**src/rtl/psw_pkg.sv**
```systemverilog
package psw_pkg;

    localparam int PSW_W      = 8;
    localparam int IDX_W      = $clog2(PSW_W);
    localparam int POS_IE     = 7;
    localparam int POS_Z      = 6;
    localparam int POS_RB1    = 5;
    localparam int POS_AC     = 4;
    localparam int POS_RB0    = 3;
    localparam int POS_ZERO   = 2;
    localparam int POS_ISP    = 1;
    localparam int POS_CY     = 0;

    localparam logic [PSW_W-1:0] PSW_RESET = 8'h02;
    localparam logic [PSW_W-1:0] ZERO_MASK = ~(PSW_W'(1) << POS_ZERO);

    typedef enum logic [2:0] {
        UPD_HOLD    = 3'd0,
        UPD_ACK     = 3'd1,
        UPD_RESTORE = 3'd2,
        UPD_WRITE   = 3'd3,
        UPD_BIT     = 3'd4,
        UPD_DI      = 3'd5,
        UPD_EI      = 3'd6
    } upd_t;

endpackage

```
**src/rtl/psw_upd_sel.sv**
```systemverilog
module psw_upd_sel
    import psw_pkg::*;
(
    input  logic ack,
    input  logic restore_en,
    input  logic wr_en,
    input  logic bit_en,
    input  logic di,
    input  logic ei,
    output upd_t kind
);

    // Fixed priority: one update kind per cycle.
    always_comb begin
        if (ack)             kind = UPD_ACK;
        else if (restore_en) kind = UPD_RESTORE;
        else if (wr_en)      kind = UPD_WRITE;
        else if (bit_en)     kind = UPD_BIT;
        else if (di)         kind = UPD_DI;
        else if (ei)         kind = UPD_EI;
        else                 kind = UPD_HOLD;
    end

endmodule

```
**src/rtl/psw_next.sv**
```systemverilog
module psw_next
    import psw_pkg::*;
(
    input  logic [PSW_W-1:0] cur,
    input  upd_t             kind,
    input  logic [PSW_W-1:0] wr_data,
    input  logic [IDX_W-1:0] bit_idx,
    input  logic             bit_val,
    input  logic [PSW_W-1:0] restore_data,
    input  logic             ack_maskable,
    input  logic             ack_prio,
    output logic [PSW_W-1:0] nxt
);

    always_comb begin
        nxt = cur;
        unique case (kind)
            UPD_HOLD:    ;
            UPD_ACK: begin
                nxt[POS_IE] = 1'b0;
                if (ack_maskable) nxt[POS_ISP] = ack_prio;
            end
            UPD_RESTORE: nxt = restore_data;
            UPD_WRITE:   nxt = wr_data;
            UPD_BIT:     nxt[bit_idx] = bit_val;
            UPD_DI:      nxt[POS_IE] = 1'b0;
            UPD_EI:      nxt[POS_IE] = 1'b1;
            default:     nxt = cur;
        endcase
        nxt = nxt & ZERO_MASK;
    end

endmodule

```
**src/rtl/psw_accept.sv**
```systemverilog
module psw_accept (
    input  logic req_valid,
    input  logic req_prio,
    input  logic ie,
    input  logic isp,
    output logic accept
);

    // High-priority requests (prio 0) pass even during a high-priority service.
    always_comb accept = req_valid & ie & (isp | ~req_prio);

endmodule

```
**src/rtl/psw_ctrl.sv**
```systemverilog
module psw_ctrl
    import psw_pkg::*;
(
    input  logic             clk,
    input  logic             rst_n,
    input  logic             wr_en,
    input  logic [PSW_W-1:0] wr_data,
    input  logic             bit_en,
    input  logic [IDX_W-1:0] bit_idx,
    input  logic             bit_val,
    input  logic             ei,
    input  logic             di,
    input  logic             ack,
    input  logic             ack_maskable,
    input  logic             ack_prio,
    input  logic             restore_en,
    input  logic [PSW_W-1:0] restore_data,
    input  logic             req_valid,
    input  logic             req_prio,
    output logic [PSW_W-1:0] psw_q,
    output logic [PSW_W-1:0] stack_data,
    output logic             req_accept
);

    upd_t             kind;
    logic [PSW_W-1:0] psw_d;
    logic [PSW_W-1:0] psw_r;

    psw_upd_sel u_sel (
        .ack        (ack),
        .restore_en (restore_en),
        .wr_en      (wr_en),
        .bit_en     (bit_en),
        .di         (di),
        .ei         (ei),
        .kind       (kind)
    );

    psw_next u_next (
        .cur          (psw_r),
        .kind         (kind),
        .wr_data      (wr_data),
        .bit_idx      (bit_idx),
        .bit_val      (bit_val),
        .restore_data (restore_data),
        .ack_maskable (ack_maskable),
        .ack_prio     (ack_prio),
        .nxt          (psw_d)
    );

    always_ff @(posedge clk or negedge rst_n) begin
        if (!rst_n) psw_r <= PSW_RESET;
        else        psw_r <= psw_d;
    end

    always_comb begin
        psw_q      = psw_r;
        stack_data = ack ? psw_r : '0;
    end

    psw_accept u_acc (
        .req_valid (req_valid),
        .req_prio  (req_prio),
        .ie        (psw_r[POS_IE]),
        .isp       (psw_r[POS_ISP]),
        .accept    (req_accept)
    );

    // acceptance needs a request and IE set
    a_r9_accept_needs_ie: assert property (@(posedge clk) disable iff (!rst_n)
        req_accept |-> (req_valid && psw_q[POS_IE]));

    // a low-priority request is never accepted during a high-priority service
    a_r9_low_blocked: assert property (@(posedge clk) disable iff (!rst_n)
        (req_valid && req_prio && !psw_q[POS_ISP]) |-> !req_accept);

    // IE is clear after every acknowledge
    a_r5_ack_clears_ie: assert property (@(posedge clk) disable iff (!rst_n)
        ack |=> !psw_q[POS_IE]);

    // a maskable acknowledge loads ISP from the request priority
    a_r6_isp_load: assert property (@(posedge clk) disable iff (!rst_n)
        (ack && ack_maskable) |=> (psw_q[POS_ISP] == $past(ack_prio)));

    // a restore without an acknowledge loads the stacked byte
    a_r7_restore: assert property (@(posedge clk) disable iff (!rst_n)
        (restore_en && !ack) |=> (psw_q == ($past(restore_data) & ZERO_MASK)));

    // di wins over ei when nothing of higher rank is active
    a_r4_di_wins: assert property (@(posedge clk) disable iff (!rst_n)
        (di && !ack && !restore_en && !wr_en && !bit_en) |=> !psw_q[POS_IE]);

    // bit 2 never reads 1
    a_r10_zero_bit: assert property (@(posedge clk) disable iff (!rst_n)
        !psw_q[POS_ZERO]);

endmodule

```
**config.mk**
```make
export PLATFORM = sky130hd
export DESIGN_NAME = psw_ctrl
export DESIGN_NICKNAME = d
export VERILOG_FILES = /design/src/rtl/psw_pkg.sv /design/src/rtl/psw_upd_sel.sv /design/src/rtl/psw_next.sv /design/src/rtl/psw_accept.sv /design/src/rtl/psw_ctrl.sv
export SDC_FILE = /design/constraint.sdc
export NUM_CORES = 1
export LEC_CHECK = 0
export ABC_AREA = 1
export BUFFER_PORTS_ARGS = -buffer_cell sky130_fd_sc_hd__buf_2
export CAP_MARGIN = 10
export CORE_MARGIN = 2
export CORE_UTILIZATION = 38
export DETAILED_ROUTE_END_ITERATION = 10
export PLACE_DENSITY = 0.77
export SLEW_MARGIN = 20
export SYNTH_ARGS = -nofsm -noshare
export SYNTH_HDL_FRONTEND = slang
export SYNTH_SLANG_ARGS = --single-unit
```
**constraint.sdc**
```tcl
create_clock -name clk -period 2.5 [get_ports clk]
set_input_delay 0.375 -clock clk [delete_from_list [all_inputs] [get_ports clk]]
set_output_delay 0.375 -clock clk [all_outputs]
set_load 0.005 [all_outputs]
```
# [Word level (Yosys, flattened, before mapping)]
# Cells that the tools add are included.
[word_totals] ff_bits=7 elab_cells=37
[op_classes] bitwise_logic=4 n_reduce_logical=6 n_eq_ne=7 muxes=15 n_lt_le_gt_ge=2
[ops] op="two-way mux 3 bit" n=6
[ops] op="one-hot mux 5 bit (3 select lines)" n=1
[ops] op="== test 3 bit (second input constant)" n=3
[ops] op="bitwise mux 8 bit" n=1
[ops] op="two-way mux 8 bit" n=1
[ops] op="== test 3 x 2 -> 1 bit (second input constant)" n=2
[ops] op="one-hot mux 1 bit (5 select lines)" n=1
[ops] op="nonzero test 5 bit" n=1
[ops] op="< comparator 3 x 4 -> 1 bit (second input constant)" n=1
[ops] op="one-hot mux 1 bit (4 select lines)" n=1
[ops] op="nonzero test 4 bit" n=1
[ops] op="demux 1 bit (select 3 bit)" n=1
[ops] op="== test 3 x 1 -> 1 bit (second input constant)" n=1
[ops] op="greater-or-equal comparator 3 x 1 -> 1 bit (second input constant)" n=1
[ops] op="one-hot mux 1 bit (3 select lines)" n=1
[ops] op="nonzero test 3 bit" n=1
[ops] op="bitwise AND 1 bit" n=2
[ops] op="two-way mux 1 bit" n=2
[ops] op="inequality test 2 bit (second input constant)" n=1
[ops] op="AND reduction 2 bit" n=1
[ops] op="OR reduction 2 bit" n=1
[ops] op="logical AND 1 bit" n=1
[ops] op="NOT 1 bit" n=1
[ops] op="OR 1 bit" n=1

# [Longest topological paths before layout]
# Gate-level depths: netlist of the first run.
[depth] ltp_word=9 mapped_depth=10 mapped_depth_nobuf=10

# [By module]
# A second synthesis of the first run with hierarchy kept.
[hier_totals] cells_unflattened=136 area_unflattened_um2=798.3
[by_module_without_submodules] mod="psw_next" seq_area_each_um2=0.0 instances=1 cells_per_inst=93 area_per_inst_um2=454.2
[by_module_without_submodules] mod="psw_ctrl" seq_area_each_um2=201.4 instances=1 cells_per_inst=25 area_per_inst_um2=266.5
[by_module_without_submodules] mod="psw_upd_sel" seq_area_each_um2=0.0 instances=1 cells_per_inst=15 area_per_inst_um2=61.3
[by_module_without_submodules] mod="psw_accept" seq_area_each_um2=0.0 instances=1 cells_per_inst=3 area_per_inst_um2=16.3

# [Worst setup path after synthesis of the first run]
# OpenSTA, ideal clock, no wires.
[synth_timing] path_kind="input -> register" start="input wr_en" end="register psw_r[4], in the netlist psw_q[4]" setup_time_ns=0.127 t_arrival_ns=1.044 setup_slack_ns=1.329 stages=8 required_time_ns=2.373 n_path_buf=0 path_cell_list="inv_1 -> nand2_4 -> nor2_4 -> nand2_4 -> nand2_4 -> inv_4 -> nand2_1 -> nand3_1"
[synth_between] elab_chain_cells=5 word_cells_on_any_way=8
[synth_rtl] item="start, declared" line_no="psw_ctrl.sv:6" text="input logic wr_en,"
[synth_rtl] item="two-way mux 3 bit (*)" line_no="psw_upd_sel.sv:17" text="else if (wr_en) kind = UPD_WRITE;"
[synth_rtl] item="two-way mux 3 bit (*)" line_no="psw_upd_sel.sv:16" text="else if (restore_en) kind = UPD_RESTORE;"
[synth_rtl] item="two-way mux 3 bit (*)" line_no="psw_upd_sel.sv:15" text="if (ack) kind = UPD_ACK;"
[synth_rtl] item="== test 3 bit or == test 3 x 2 -> 1 bit (tied branches)" line_no="psw_next.sv:17" text="unique case (kind)"
[synth_rtl] item="one-hot mux 5 bit (3 select lines) or nonzero test 3 bit (tied branches)"
[synth_rtl] item="end signal, assigned" line_no="psw_ctrl.sv:53" text="else psw_r <= psw_d;"
[synth_rtl] item="end, declared" line_no="psw_ctrl.sv:27" text="logic [PSW_W-1:0] psw_r;"
# Every way passes the cells marked *; elsewhere a longest branch is shown, timed or not.
# A chain may end at the register's enable or synchronous reset.

# [Final worst setup path of the first run]
[layout_timing] start="register psw_r[1], in the netlist psw_q[1]" end="output req_accept"
[layout_between] elab_chain_cells=2
[layout_rtl] item="OR 1 bit" line_no="psw_accept.sv:10" text="always_comb accept = req_valid & ie & (isp | ~req_prio);"
[layout_rtl] item="bitwise AND 1 bit" line_no="psw_accept.sv:10"
[layout_rtl] item="end, declared" line_no="psw_ctrl.sv:22" text="output logic req_accept"
# Every way passes these cells.

==> run summary, run 1 <==
Status - finished clean
Critical Path Source - psw_q[1]$_DFFE_PN1P_
Row Count - 16
Starting Density - 39.5%
Vias in the first global route - 875
Hold Path Depth - 3
Final hold violations - 0
Max stage delay on crit path - 0.57 ns
Startpoint Class - flip-flop
Routed WL - 2050 µm
Area grow syn2layout - 33.3%
Die height - 48.7 µm
Initial antenna violation count - 0
Worst EP arrival - 1.09 ns
Worst-Skew Late Latency - 0.25 ns
Post-synth ARST share - 100%
Final worst slack - 1.04 ns
Synth Warn # - 0
Setup violations, final - 0
Slowest cell on crit path - dfstp_2
Drc violations - 0
First-pass detailed-route iteration total - 4
Synth cell types - 22
CTS resizes - 0
Inst Count DP - 187
Dpl ws - 1.10 ns
Most numerous cell in the Yosys netlist - nand2_1
Deepest clock path buffer count - 2
DRT iter0 DRCs - 11
Final Cycle Share - 58.4%
Max VDD drop - 0.000327 V
R2r endpoint - psw_q[1]$_DFFE_PN1P_
Mux contribution to synthesized area - 0%
CTS tree - yes
Final Max Tran Viols - 0
H-tree depth - 1
Grt ovf - 0
Fraction of layout cells with a size suffix above 1 - 39.4%
Synthesized area per cell - 6.32 µm²
Postcts setup bufs - 0
Final Cell Area - 0.00101 mm²
Final #Nets - 198
Cells after synthesis - 120
F_max - 685 MHz
RSZ-0062 raised after global routing - false
Routed len/inst - 10.7 µm
Die X-Extent - 48.7 µm
GRT Util Overall - 19.4%
Diode count - 0
Max-Cap Viols - 0
CP cell instances - inv_1 -> a21oi_1 -> buf_2
Placed cell area - 975 µm²
Post-synthesis compound-gate area fraction - 11.4%
Top cells by area, synth - dfrtp_1, nand2_1, nand3_1, inv_1, nand2_4
Max Used Layer - met4
Pwr Density - 410 mW/mm²
Met3 routed WL - 130 µm
Met2 WL - 1080 µm
TNS Setup - 0 ns
Drt via density - 4.74
Cells on worst reg2reg path - 6
Leakage - 0.607 nW
DRT met1 WL - 832 µm
Start point of the worst hold path - wr_data[6]
First-pass GRT wire length - 3530 µm
#FFs+latches synth - 7
Final Skew - 0 ns
Max FO, Critical Path - 5
Clk slew on worst S/H paths - 0.05 ns
Synth Area in XOR/XNOR - 0%
Top cell type's share of synthesized area - 19.8%
Vias - 910
Routed Antenna Nets - 0
Core Area - 0.00192 mm²
Hold buffers post-CTS - 1
Routability Congestion - 0.906
Final min period - 1.46 ns
CP delay by family, top - flip-flops
Cell taking the most area after synthesis - dfrtp_1
Fillers - 218
Port Buf Inserts - 44
Clk root buf - clkbuf_4
R2R setup slack - 1.48 ns
Buf+Inv Stages, Crit Path - 2
Sequential fraction of the synthesis area - 23.3%
Die Area - 0.00237 mm²
Inserted Clock Buffers - 3
Crit path depth - 3
Min-delay worst type - in2reg
Synth Area in Adders - 0%
Synthesized area - 758 µm²
CP endpoint kind - output port
Crit path kind - reg2out
Simple-gate portion of the synthesized area - 48.5%
Sink Count - 7
CP required - 2.12 ns
WHS Endpoint - psw_q[6]$_DFFE_PN0P_
Largest net degree at the start of global routing - 10
Final Non-Filler Cells - 192
Top FF cell, synth - dfrtp_1
Dpl hpwl - 1660 µm
RR Startpoint - psw_q[1]$_DFFE_PN1P_
Post-synth top cells - nand2_1, nand3_1, inv_1, dfrtp_1, o21ai_0
Largest register FFs - 7
Io pins - 49
Main combinational cell family by area after synthesis - simple AND/OR/NAND/NOR gates
Post-synth EDFFs - 0
final cells by class:
type                       count  area [µm²]  share of cell area (%)
multi-input combinational     89         462                    45.7
timing repair buffer          45         230                    22.8
sequential                     7         176                    17.5
inverter                      20        82.6                    8.17
tap                           27        33.8                    3.34
clock buffer                   4        26.3                    2.60
layout by cell type (no fill, tap or decap), drive strengths merged:
master and n:
a211oi 1, a21oi 6, buf 44, clkbuf 4, conb 2, dfrtp 6
dfstp 1, dlygate4sd3 1, inv 20, nand2 45, nand3 18, nand4 5
nor2 4, o21ai 7, o22ai 1
report_power, final:
part	leakage [nW]	total (mW)	internal, mW	switching [mW]
combinational	0.507	0.160	0.0709	0.0888
sequential	0.0849	0.152	0.133	0.0190
clock	0.0150	0.103	0.0609	0.0422
metal layers:
| metal | GRT usage (%) | up-vias |
|---|---|---|
| li1 | - | 472 |
| met2 | 34.7 | 34 |
| met3 | 5.86 | 2 |
| met1 | 21.2 | 402 |
| met4 | 7.62 | 0 |
| met5 | 0 | - |
through the flow:
stage	hold WS [ns]	utilization [%]	power (mW)
finish	0.339	52.6	0.415
detailed placement	0.217	50.7	0.312
global placement	0.214	50.7	0.307
global route	0.343	52.6	0.456
CTS	0.332	52.6	0.421
floorplan	0.0794	-	0.246
how the worst max path moves through the flow:
stage / endpoint
6_report: req_accept
5_1_grt: req_accept
4_1_cts: req_accept
3_5_place_dp: psw_q[5]$_DFFE_PN0P_
3_3_place_gp: psw_q[0]$_DFFE_PN0P_
2_1_floorplan: psw_q[4]$_DFFE_PN0P_
logic make-up after synthesis:
group	after synthesis
flip-flops	7
AO/OA/AOI/OAI	15
AND/OR/NAND/NOR	72
buffers and inverters	25
other	1
worst register-to-register path: cells and delay by family (launching register included):
| family | cells | cell delay (ns) |
|---|---|---|
| simple gates | 6 | 0.40 |
| flops | 1 | 0.57 |
No activity file was read; power rests on OpenSTA's default activity.
==> run 2: changes to the inputs <==
ABC_AREA = 0   (was 1)
CORE_UTILIZATION = 35   (was 38)
PLACE_DENSITY = 0.78   (was 0.77)
clock period = 1.3 ns   (was 2.5 ns; I/O delays follow)
==> run summary, run 2 <==
Status - finished, violations left
Violated checks - setup timing
Sink Count - 7 (unchanged)
Critical Path Sink - req_accept
Max-Cap Viols - 0 (unchanged)
Io pins - 49 (unchanged)
Clk root buf - clkbuf_4
Top cell type's share of synthesized area - 22.8% (+3.0 points)
Routed WL - 1930 µm (-6.2%)
Worst-Skew Late Latency - 0.25 ns (about the same)
Drt via density - 5.10 (+7.6%)
Cells after synthesis - 85 (-29%)
Fraction of layout cells with a size suffix above 1 - 47.7% (+8.3 points)
Seq pwr share - 36.5% (about the same)
Post-synth top cells - nor2_1, a21oi_1, and2_1, dfrtp_1, nand2_1
First-pass detailed-route iteration total - 4 (unchanged)
Drc violations - 0 (unchanged)
Core Area - 0.00175 mm² (-9.2%)
Min-delay worst type - in2reg
NetSw - 236 µW (+58%)
Port Buf Inserts - 44 (unchanged)
Fillers - 187 (-14%)
Final Max Tran Viols - 0 (unchanged)
Max VDD drop - 0.000336 V (+3.0%)
Synth cell types - 30 (+36%)
#FFs+latches synth - 7 (unchanged)
Top cells by area, synth - dfrtp_1, a21oi_1, nor2_1, and2_1, buf_6
Final min period - 1.31 ns
Vias - 801 (-12%)
Final worst slack - -0.0119 ns (-1.05 ns)
Routed Antenna Nets - 0 (unchanged)
Cells on worst reg2reg path - 4 (-2)
Synthesized area per cell - 7.74 µm² (+23%)
Synthesized area - 658 µm² (-13%)
RR Startpoint - psw_q[7]$_DFFE_PN0P_
Starting Density - 37.7% (-1.7 points)
Die X-Extent - 47.4 µm (-2.7%)
Clk pwr share - 27.9% (+3.0 points)
Final #Nets - 165 (-17%)
CTS tree - yes
Post-synth ARST share - 100% (unchanged)
Slowest cell on crit path - dfstp_2
Design Power - 741 µW (+79%)
R2R setup slack - 0.19 ns (-1.29 ns)
Placed cell area - 883 µm² (-9.4%)
CP cell instances - inv_2 -> a21oi_2 -> buf_2
Routability Congestion - 0.824 (-9.1%)
Cell internal pwr - 505 µW (+91%)
CP endpoint kind - output port
R2r endpoint - psw_q[7]$_DFFE_PN0P_
Vias in the first global route - 681 (-22%)
Startpoint Class - flip-flop
Routed len/inst - 12.3 µm (+15%)
Area grow syn2layout - 41.4%
Initial antenna violation count - 0 (unchanged)
Grt ovf - 0 (unchanged)
Max stage delay on crit path - 0.56 ns (about the same)
Leakage - 0.478 nW (-21%)
Worst EP arrival - 1.12 ns (+0.03 ns)
Cell taking the most area after synthesis - dfrtp_1
Logic gate share of total power - 35.6% (-2.9 points)
F_max - 762 MHz
Commonest cells after routing, fill and taps aside - buf_2, nor2_1, a21oi_1, and2_1
Sw Share - 31.9% (-4.3 points)
Clk slew on worst S/H paths - 0.06 ns (about the same)
DRT iter0 DRCs - 23 (+12)
Max FO, Critical Path - 4 (-1)
Most numerous cell in the Yosys netlist - nor2_1
Die height - 47.4 µm (-2.7%)
Setup violations, final - 1 (+1)
Row Count - 15 (-1)
H-tree depth - 1 (unchanged)
GRT Util Overall - 18.8% (-0.58 points)
First-pass GRT wire length - 2990 µm (-15%)
Dpl hpwl - 1510 µm (-9.3%)
Final Cycle Share - 101%
Diode count - 0 (unchanged)
Die Area - 0.00224 mm² (-5.3%)
Synth Warn # - 0 (unchanged)
Crit path kind - reg2out
Inserted Clock Buffers - 3 (unchanged)
Pwr Density - 796 mW/mm² (+94%)
CP required - 1.11 ns (-1.01 ns)
Top FF cell, synth - dfrtp_1
Deepest clock path buffer count - 2 (unchanged)
Largest net degree at the start of global routing - 18 (+8)
Final hold violations - 0 (unchanged)
Final Skew - 0 ns (unchanged)
Post-synth EDFFs - 0 (unchanged)
Largest register FFs - 7 (unchanged)
Critical Path Source - psw_q[1]$_DFFE_PN1P_
RSZ-0062 raised after global routing - true
Final Cell Area - 931 µm² (-7.9%)
Commonest non-fill, non-tap cell in the layout - buf_2
Sequential fraction of the synthesis area - 26.8% (+3.5 points)
[run 2: changes by cell type after synthesis, moves of 3 or more]
cell     previous run  this run
nand2_1            36         6
nand3_1            18         2
inv_1              16         2
nor2_1              2        13
and2_1              0         7
a21oi_1             5        11
nand2_4             5         0
nand4_1             5         0
o21ai_0             6         1
nand2_2             4         0
a22oi_1             0         3
o21a_1              0         3
[run 2: power groups by stage]
stage	Combinational, mW	Sequential [mW]	Clock (mW)
finish	0.264	0.271	0.207
global route	0.299	0.276	0.228
CTS	0.259	0.270	0.207
detailed placement	0.253	0.274	0
global placement	0.246	0.274	0
floorplan	0.144	0.274	0
[run 2: kinds of logic after synthesis]
kind of cell           synth area share (%)
and+or+nand+nor                        28.3
muxes                                  3.04
buffers and inverters                  13.5
DFF                                    26.8
other                                 0.570
AOI/OAI and AO/OA                      27.8
[run 2: cell type report]
class	count	area [µm²]	share of cell area, %
multi-input cells	68	414	44.5
flip-flops and latches	7	176	19.0
clock buffers	4	26.3	2.82
well taps	25	31.3	3.36
repair buffers	51	275	29.6
inverters	2	7.51	0.806
[run 2: how the worst min path moves through the flow]
stage | from | end | cells past startpoint
6_report | wr_data[5] | psw_q[5]$_DFFE_PN0P_ | 3
5_1_grt | wr_data[5] | psw_q[5]$_DFFE_PN0P_ | 3
4_1_cts | wr_data[5] | psw_q[5]$_DFFE_PN0P_ | 3
3_5_place_dp | rst_n | psw_q[3]$_DFFE_PN0P_ | 1
3_3_place_gp | rst_n | psw_q[3]$_DFFE_PN0P_ | 1
2_1_floorplan | rst_n | psw_q[0]$_DFFE_PN0P_ | 0
[run 2: critical path: cells and delay by family (launching register included)]
kind / cells / cell delay [ns]
AOI/OAI and AO/OA: 1 / 0.14
buffers and inverters: 2 / 0.18
DFF: 1 / 0.56
[run 2: timing repair]
| item | CTS | global route |
|---|---|---|
| gates resized for setup | 1 | 1 |
| hold buffers | 1 | 0 |
| pin swaps | 0 | 1 |
| setup endpoints to repair | 1 | 1 |
| buffers inserted | 0 | 1 |
| endpoints found under the hold margin | 6 | 0 |
[run 2: per-layer routing]
metal | routed length, µm | up-vias | global-route usage [%]
met5 | 0 | - | 0
met4 | 0 | 0 | 3.33
met3 | 131 | 0 | 2.31
met2 | 993 | 41 | 32.2
met1 | 801 | 369 | 25.3
li1 | - | 391 | -
[run 2: per-stage QoR]
step                utilization (%)  hold slack (ns)  setup slack (ns)  instances  TNS, ns
floorplan                         -           -0.101            0.0199         86        0
global placement               50.6           0.0365           -0.0585        151   -0.218
detailed placement             50.6           0.0459            -0.117        151   -0.392
CTS                            52.9            0.271          0.000900        156        0
global route                   53.3            0.302           -0.0607        157  -0.0607
finish                         53.3            0.265           -0.0119        157  -0.0119
